`src/rtl/seg_guard_pkg.sv`:
```
package seg_guard_pkg;

  typedef enum logic [1:0] {
    KIND_READ  = 2'b00,
    KIND_WRITE = 2'b01,
    KIND_FETCH = 2'b10,
    KIND_ALTRD = 2'b11
  } accKind_e;

  // results of the individual checks, before ordering
  typedef struct packed {
    logic limitBad;
    logic absent;
    logic privBad;
    logic typeBad;
  } chkFlags_t;

  // strobes from control to datapath
  typedef struct packed {
    logic loadAddr;
  } ctlStrobes_t;

endpackage

```
`src/rtl/seg_guard_dp.sv`:
```
module seg_guard_dp
  import seg_guard_pkg::*;
#(
  parameter int ADDR_W = 32,
  parameter int SIZE_W = 3,
  parameter int PL_W   = 2
) (
  input  logic              clk,
  input  logic              rstN,
  input  logic [1:0]        reqKind,
  input  logic [ADDR_W-1:0] reqOffset,
  input  logic [SIZE_W-1:0] reqSize,
  input  logic [ADDR_W-1:0] descBase,
  input  logic [ADDR_W-1:0] descLimit,
  input  logic              descPresent,
  input  logic [PL_W-1:0]   descDpl,
  input  logic              descExec,
  input  logic              descRw,
  input  logic [PL_W-1:0]   selRpl,
  input  logic [PL_W-1:0]   curPl,
  input  logic              protEn,
  input  ctlStrobes_t       strobes,
  output chkFlags_t         flags,
  output logic [ADDR_W-1:0] linAddr
);

  localparam int WIDE_W = ADDR_W + 1;

  logic [WIDE_W-1:0] lastByte;
  logic [WIDE_W-1:0] sizeWide;
  logic [ADDR_W-1:0] sumAddr;
  logic              isFetch;
  logic              isWrite;
  logic              cplOver;
  logic              rplOver;
  logic              typeMiss;

  assign sizeWide = {{(WIDE_W-SIZE_W){1'b0}}, reqSize};
  assign lastByte = {1'b0, reqOffset} + sizeWide - WIDE_W'(1);
  assign isFetch  = (reqKind == KIND_FETCH);
  assign isWrite  = (reqKind == KIND_WRITE);
  assign cplOver  = (curPl > descDpl);
  assign rplOver  = (selRpl > descDpl);
  assign sumAddr  = descBase + reqOffset;

  always_comb begin
    if (isFetch)      typeMiss = ~descExec;
    else if (isWrite) typeMiss = descExec | ~descRw;
    else              typeMiss = descExec & ~descRw;
  end

  always_comb begin
    flags.limitBad = (lastByte > {1'b0, descLimit});
    flags.absent   = protEn & ~descPresent;
    flags.privBad  = protEn & (cplOver | (~isFetch & rplOver));
    flags.typeBad  = protEn & typeMiss;
  end

  always_ff @(posedge clk) begin
    if (!rstN)                 linAddr <= '0;
    else if (strobes.loadAddr) linAddr <= sumAddr;
  end

  assert_addr_load_R12: assert property (@(posedge clk) disable iff (!rstN)
    strobes.loadAddr |=> linAddr == $past(descBase + reqOffset));

  assert_addr_hold_R12: assert property (@(posedge clk) disable iff (!rstN)
    !strobes.loadAddr |=> $stable(linAddr));

  assert_real_free_R4: assert property (@(posedge clk) disable iff (!rstN)
    !protEn |-> !(flags.absent || flags.privBad || flags.typeBad));

endmodule

```
`src/rtl/seg_guard_ctl.sv`:
```
module seg_guard_ctl
  import seg_guard_pkg::*;
#(
  parameter int VEC_W  = 8,
  parameter int VEC_GP = 13,
  parameter int VEC_NP = 11
) (
  input  logic             clk,
  input  logic             rstN,
  input  logic             reqValid,
  input  chkFlags_t        flags,
  output ctlStrobes_t      strobes,
  output logic             grant,
  output logic             fault,
  output logic [VEC_W-1:0] faultVec
);

  localparam logic [VEC_W-1:0] GP_CODE = VEC_W'(VEC_GP);
  localparam logic [VEC_W-1:0] NP_CODE = VEC_W'(VEC_NP);

  logic             anyBad;
  logic [VEC_W-1:0] firstVec;

  // ordered selection: limit, present, privilege, type
  always_comb begin
    anyBad   = 1'b1;
    firstVec = GP_CODE;
    if (flags.limitBad)     firstVec = GP_CODE;
    else if (flags.absent)  firstVec = NP_CODE;
    else if (flags.privBad) firstVec = GP_CODE;
    else if (flags.typeBad) firstVec = GP_CODE;
    else begin
      anyBad   = 1'b0;
      firstVec = '0;
    end
  end

  assign strobes.loadAddr = reqValid & ~anyBad;

  always_ff @(posedge clk) begin
    if (!rstN) begin
      grant    <= 1'b0;
      fault    <= 1'b0;
      faultVec <= '0;
    end else begin
      grant    <= reqValid & ~anyBad;
      fault    <= reqValid & anyBad;
      faultVec <= (reqValid & anyBad) ? firstVec : '0;
    end
  end

  assert_one_result_R2: assert property (@(posedge clk) disable iff (!rstN)
    !(grant && fault));

  assert_result_due_R2: assert property (@(posedge clk) disable iff (!rstN)
    reqValid |=> (grant || fault));

  assert_no_spurious_R2: assert property (@(posedge clk) disable iff (!rstN)
    !reqValid |=> !(grant || fault));

  assert_vec_legal_R5: assert property (@(posedge clk) disable iff (!rstN)
    fault |-> (faultVec == GP_CODE || faultVec == NP_CODE));

  assert_limit_first_R11: assert property (@(posedge clk) disable iff (!rstN)
    (reqValid && flags.limitBad) |=> (fault && faultVec == GP_CODE));

endmodule

```
`src/rtl/seg_guard.sv`:
```
module seg_guard
  import seg_guard_pkg::*;
#(
  parameter int ADDR_W = 32,
  parameter int SIZE_W = 3,
  parameter int PL_W   = 2,
  parameter int VEC_W  = 8,
  parameter int VEC_GP = 13,
  parameter int VEC_NP = 11
) (
  input  logic              clk,
  input  logic              rstN,
  input  logic              reqValid,
  input  logic [1:0]        reqKind,
  input  logic [ADDR_W-1:0] reqOffset,
  input  logic [SIZE_W-1:0] reqSize,
  input  logic [ADDR_W-1:0] descBase,
  input  logic [ADDR_W-1:0] descLimit,
  input  logic              descPresent,
  input  logic [PL_W-1:0]   descDpl,
  input  logic              descExec,
  input  logic              descRw,
  input  logic [PL_W-1:0]   selRpl,
  input  logic [PL_W-1:0]   curPl,
  input  logic              protEn,
  output logic [ADDR_W-1:0] linAddr,
  output logic              grant,
  output logic              fault,
  output logic [VEC_W-1:0]  faultVec
);

  chkFlags_t   flags;
  ctlStrobes_t strobes;

  seg_guard_dp #(.ADDR_W(ADDR_W), .SIZE_W(SIZE_W), .PL_W(PL_W)) u_dp (
    .clk(clk), .rstN(rstN), .reqKind(reqKind), .reqOffset(reqOffset),
    .reqSize(reqSize), .descBase(descBase), .descLimit(descLimit),
    .descPresent(descPresent), .descDpl(descDpl), .descExec(descExec),
    .descRw(descRw), .selRpl(selRpl), .curPl(curPl), .protEn(protEn),
    .strobes(strobes), .flags(flags), .linAddr(linAddr)
  );

  seg_guard_ctl #(.VEC_W(VEC_W), .VEC_GP(VEC_GP), .VEC_NP(VEC_NP)) u_ctl (
    .clk(clk), .rstN(rstN), .reqValid(reqValid), .flags(flags),
    .strobes(strobes), .grant(grant), .fault(fault), .faultVec(faultVec)
  );

  assert_np_only_prot_R5: assert property (@(posedge clk) disable iff (!rstN)
    (fault && faultVec == VEC_W'(VEC_NP)) |-> $past(protEn));

endmodule

```
`config.mk`:
```
export PLATFORM = sky130hd
export DESIGN_NAME = seg_guard
export DESIGN_NICKNAME = d
export VERILOG_FILES = /design/src/rtl/seg_guard_pkg.sv /design/src/rtl/seg_guard_dp.sv /design/src/rtl/seg_guard_ctl.sv /design/src/rtl/seg_guard.sv
export SDC_FILE = /design/constraint.sdc
export NUM_CORES = 1
export LEC_CHECK = 0
export ABC_AREA = 1
export CAP_MARGIN = 20
export CORE_UTILIZATION = 56
export CTS_CLUSTER_SIZE = 30
export DETAILED_ROUTE_END_ITERATION = 8
export GPL_TIMING_DRIVEN = 1
export PLACE_DENSITY = 0.92
export SYNTH_ARGS = -nofsm -noshare
export SYNTH_HDL_FRONTEND = slang
export SYNTH_HIERARCHICAL = 1
export SYNTH_SLANG_ARGS = --single-unit
```
`constraint.sdc`:
```
create_clock -name clk -period 7.6 [get_ports clk]
set_input_delay 1.14 -clock clk [delete_from_list [all_inputs] [get_ports clk]]
set_output_delay 1.14 -clock clk [all_outputs]
set_load 0.01 [all_outputs]
```
==> metrics <==
status finished clean; Worst-Skew Late Latency between 200 and 300 ps; Synth Area in Simple Gates 0.277; crit path from reqOffset[1]; post_cts resized 0; total core area roughly 11000 sq um; Synth cell types 45; Vias between 7k and 8k; Min-Delay Path Class flip-flop to flip-flop; initial antenna violation count 0; GRT Total Usage 0.308; drt pass-1 iters 5; post-synthesis mux area share 0; Synth Area in Adders 0.209; Max Freq between 150 and 200 MHz; Routed wire per std cell 13.5 um; reg2reg start u_dp/linAddr[9]; worst path required time between 7000 and 8000 ps; Detailed Place HPWL roughly 15 mm; Area Growth Syn to Fin 28.4%; synth warn 6; # rows 38; Routed WL between 15 and 20 mm; Worst Setup Path Type primary input to flip-flop; diode count 0; clk slew on worst S/H paths roughly 80 ps; CTS tree built; # DRC 0; Rel. slew slack 0.504; period utilization 0.810; ys async rst share 0; DRT iter0 DRCs around 630; area of the multi-input gates around 4700 sq um; synthesized area per cell slightly above 6 sq um; Fin. Hold Viols 0; max cap viols 0; worst-path cell with the longest stage delay clkdlybuf4s50_1; worst vdd ir a little over 0.09 mV; post-CTS setup buffers 0; H-tree depth 2; final setup margin around 1400 ps; skew final 0 ps; die height 108 um; GP Congestion between 0.9 and 1; filler cell count about 880; Max stage delay on crit path just under 500 ps; die area roughly 12000 sq um; layout cell share with drive strength beyond 1 0.0383; post-synthesis xor/xnor area fraction 0.0588; antenna-violating nets left 0; Initial Utilization 0.577; R2R depth 4; buffers added on ports approximately 150; Root Driver clkbuf_8; CTS Hold Buffers Added 0; Layout Nets between 1k and 1.5k; RSZ-0062 raised after global routing false; register area share after synthesis 0.118; list of most frequent post-synthesis cells inv_1, nand2_1, nor2_1; most numerous cell on the critical path nand2_1; Worst Tran Pin Value between 700 and 800 ps; most frequent cell after synthesis inv_1; vias per cell ~5.4; Crit. End Element flip-flop; Pleak between 4 and 5 nW; width of the die 108 um; setup TNS 0 ps; IO Pins roughly 160; Power Dens Cells 126 nW/um^2; Tmin final 6160 ps; buffer levels on the longest clock path 2; main combinational cell family by area after synthesis simple AND/OR/NAND/NOR gates; Mapped Cells 1025; r2r setup slk roughly 6800 ps; vias in the first global route 6570; final slew viol count 0; GR Overflow Total 0; final setup fails 0; Synth top area share 0.202; Post-Place Setup Slack 1360 ps; post-synth top area cell ha_1; EDFF count, synth 0; Synth Register Bits 37; CP startpoint kind primary input; Worst Path Max Fanout 47; dominant synthesized flop cell dfxtp_1; total CTS buffers 5; Synth Area in Compound Gates 0.200; CP endpoint u_dp/linAddr[22]; largest net degree at the start of global routing 48; FF-to-FF End u_dp/linAddr[9]; CP Data Arrival Time roughly 6400 ps; ranking of synthesized cells by area ha_1, inv_1, dfxtp_1; first-pass GRT wire length 28.9 mm; clock sink total 37; Mapped Area around 6300 sq um; register area ~740 sq um
[stage by stage]
step	cell area (sq um)	power (W)	instances	util	hold slack, ps
floorplan	6260	0.000601	1028	-	516
finish	8030	0.00101	1315	0.741	500
CTS	8030	0.00101	1315	0.741	496
global route	8030	0.00110	1315	0.741	524
global placement	7890	0.000779	1307	0.728	461
detailed placement	7890	0.000795	1307	0.728	471
[worst min-delay path by stage]
stage | start | endpoint | slack, ps | cells past startpoint
floorplan | u_dp/linAddr[19] | u_dp/linAddr[19] | 520 | 2
global placement | u_dp/linAddr[19] | u_dp/linAddr[19] | 460 | 2
detailed placement | u_dp/linAddr[19] | u_dp/linAddr[19] | 470 | 2
CTS | u_dp/linAddr[19] | u_dp/linAddr[19] | 500 | 2
global route | u_dp/linAddr[20] | u_dp/linAddr[20] | 520 | 2
finish | u_dp/linAddr[19] | u_dp/linAddr[19] | 500 | 2
[final cells by class]
type                            instances  share of cell area
Clock buffer                            5             0.00857
Clock inverter                          3             0.00857
Inverter                              209              0.0977
Multi-Input combinational cell        769               0.582
Sequential cell                        37              0.0923
Tap cell                              140              0.0218
Timing Repair Buffer                  152               0.189
[layout by cell type, fill, tap and decap left out, types with 5 or more instances in the layout]
cell type,count
a21o_1,8
a21oi_1,89
a31oi_1,8
clkbuf_8,5
clkdlybuf4s50_1,151
dfxtp_1,37
ha_1,101
inv_1,208
nand2_1,185
nand2_2,9
nand3_1,45
nand4_1,11
nor2_1,132
nor3_1,12
o211ai_1,10
o21ai_0,61
o21ai_2,6
o21bai_1,5
xnor2_1,13
xor2_1,29
[where the power goes]
group | total [W] | switching [W] | internal, W
registers | 0.000215 | 0.00000735 | 0.000208
clock network | 0.000212 | 0.0000801 | 0.000132
logic | 0.000587 | 0.000333 | 0.000254
[flip-flops by register name (all words and copies together), names as in the netlist]
| signal | flops |
|---|---|
| u_dp/linAddr | 32 |
| u_ctl/faultVec | 3 |
| u_ctl/grant | 1 |
| u_ctl/fault | 1 |
[kinds of logic (layout without fill, tap and decap cells)]
| group | after synthesis | count (layout) |
|---|---|---|
| xor gates and xnor gates | 42 | 42 |
| other | 1 | 4 |
| DFF | 37 | 37 |
| and+or+nand+nor | 411 | 411 |
| adders and majority gates | 103 | 103 |
| AOI/OAI and AO/OA | 209 | 209 |
| buffers and inverters | 222 | 369 |
[critical path: cells and delay by family]
| kind | cells | cell delay [ps] |
|---|---|---|
| adders and majority gates | 4 | 1160 |
| buffers and inverters | 6 | 1170 |
| AOI/OAI and AO/OA | 7 | 1100 |
| and+or+nand+nor | 20 | 1830 |
[routing by layer]
| layer | track usage | part of all wire | vias to the layer above |
|---|---|---|---|
| met2 | 0.549 | 0.47 | 302 |
| met4 | 0.0822 | 0.024 | 0 |
| met5 | 0 | 0 | - |
| met1 | 0.387 | 0.44 | 3097 |
| li1 | - | - | 3626 |
| met3 | 0.0400 | 0.067 | 40 |
Note: power is estimated with default switching activity, not from simulation.
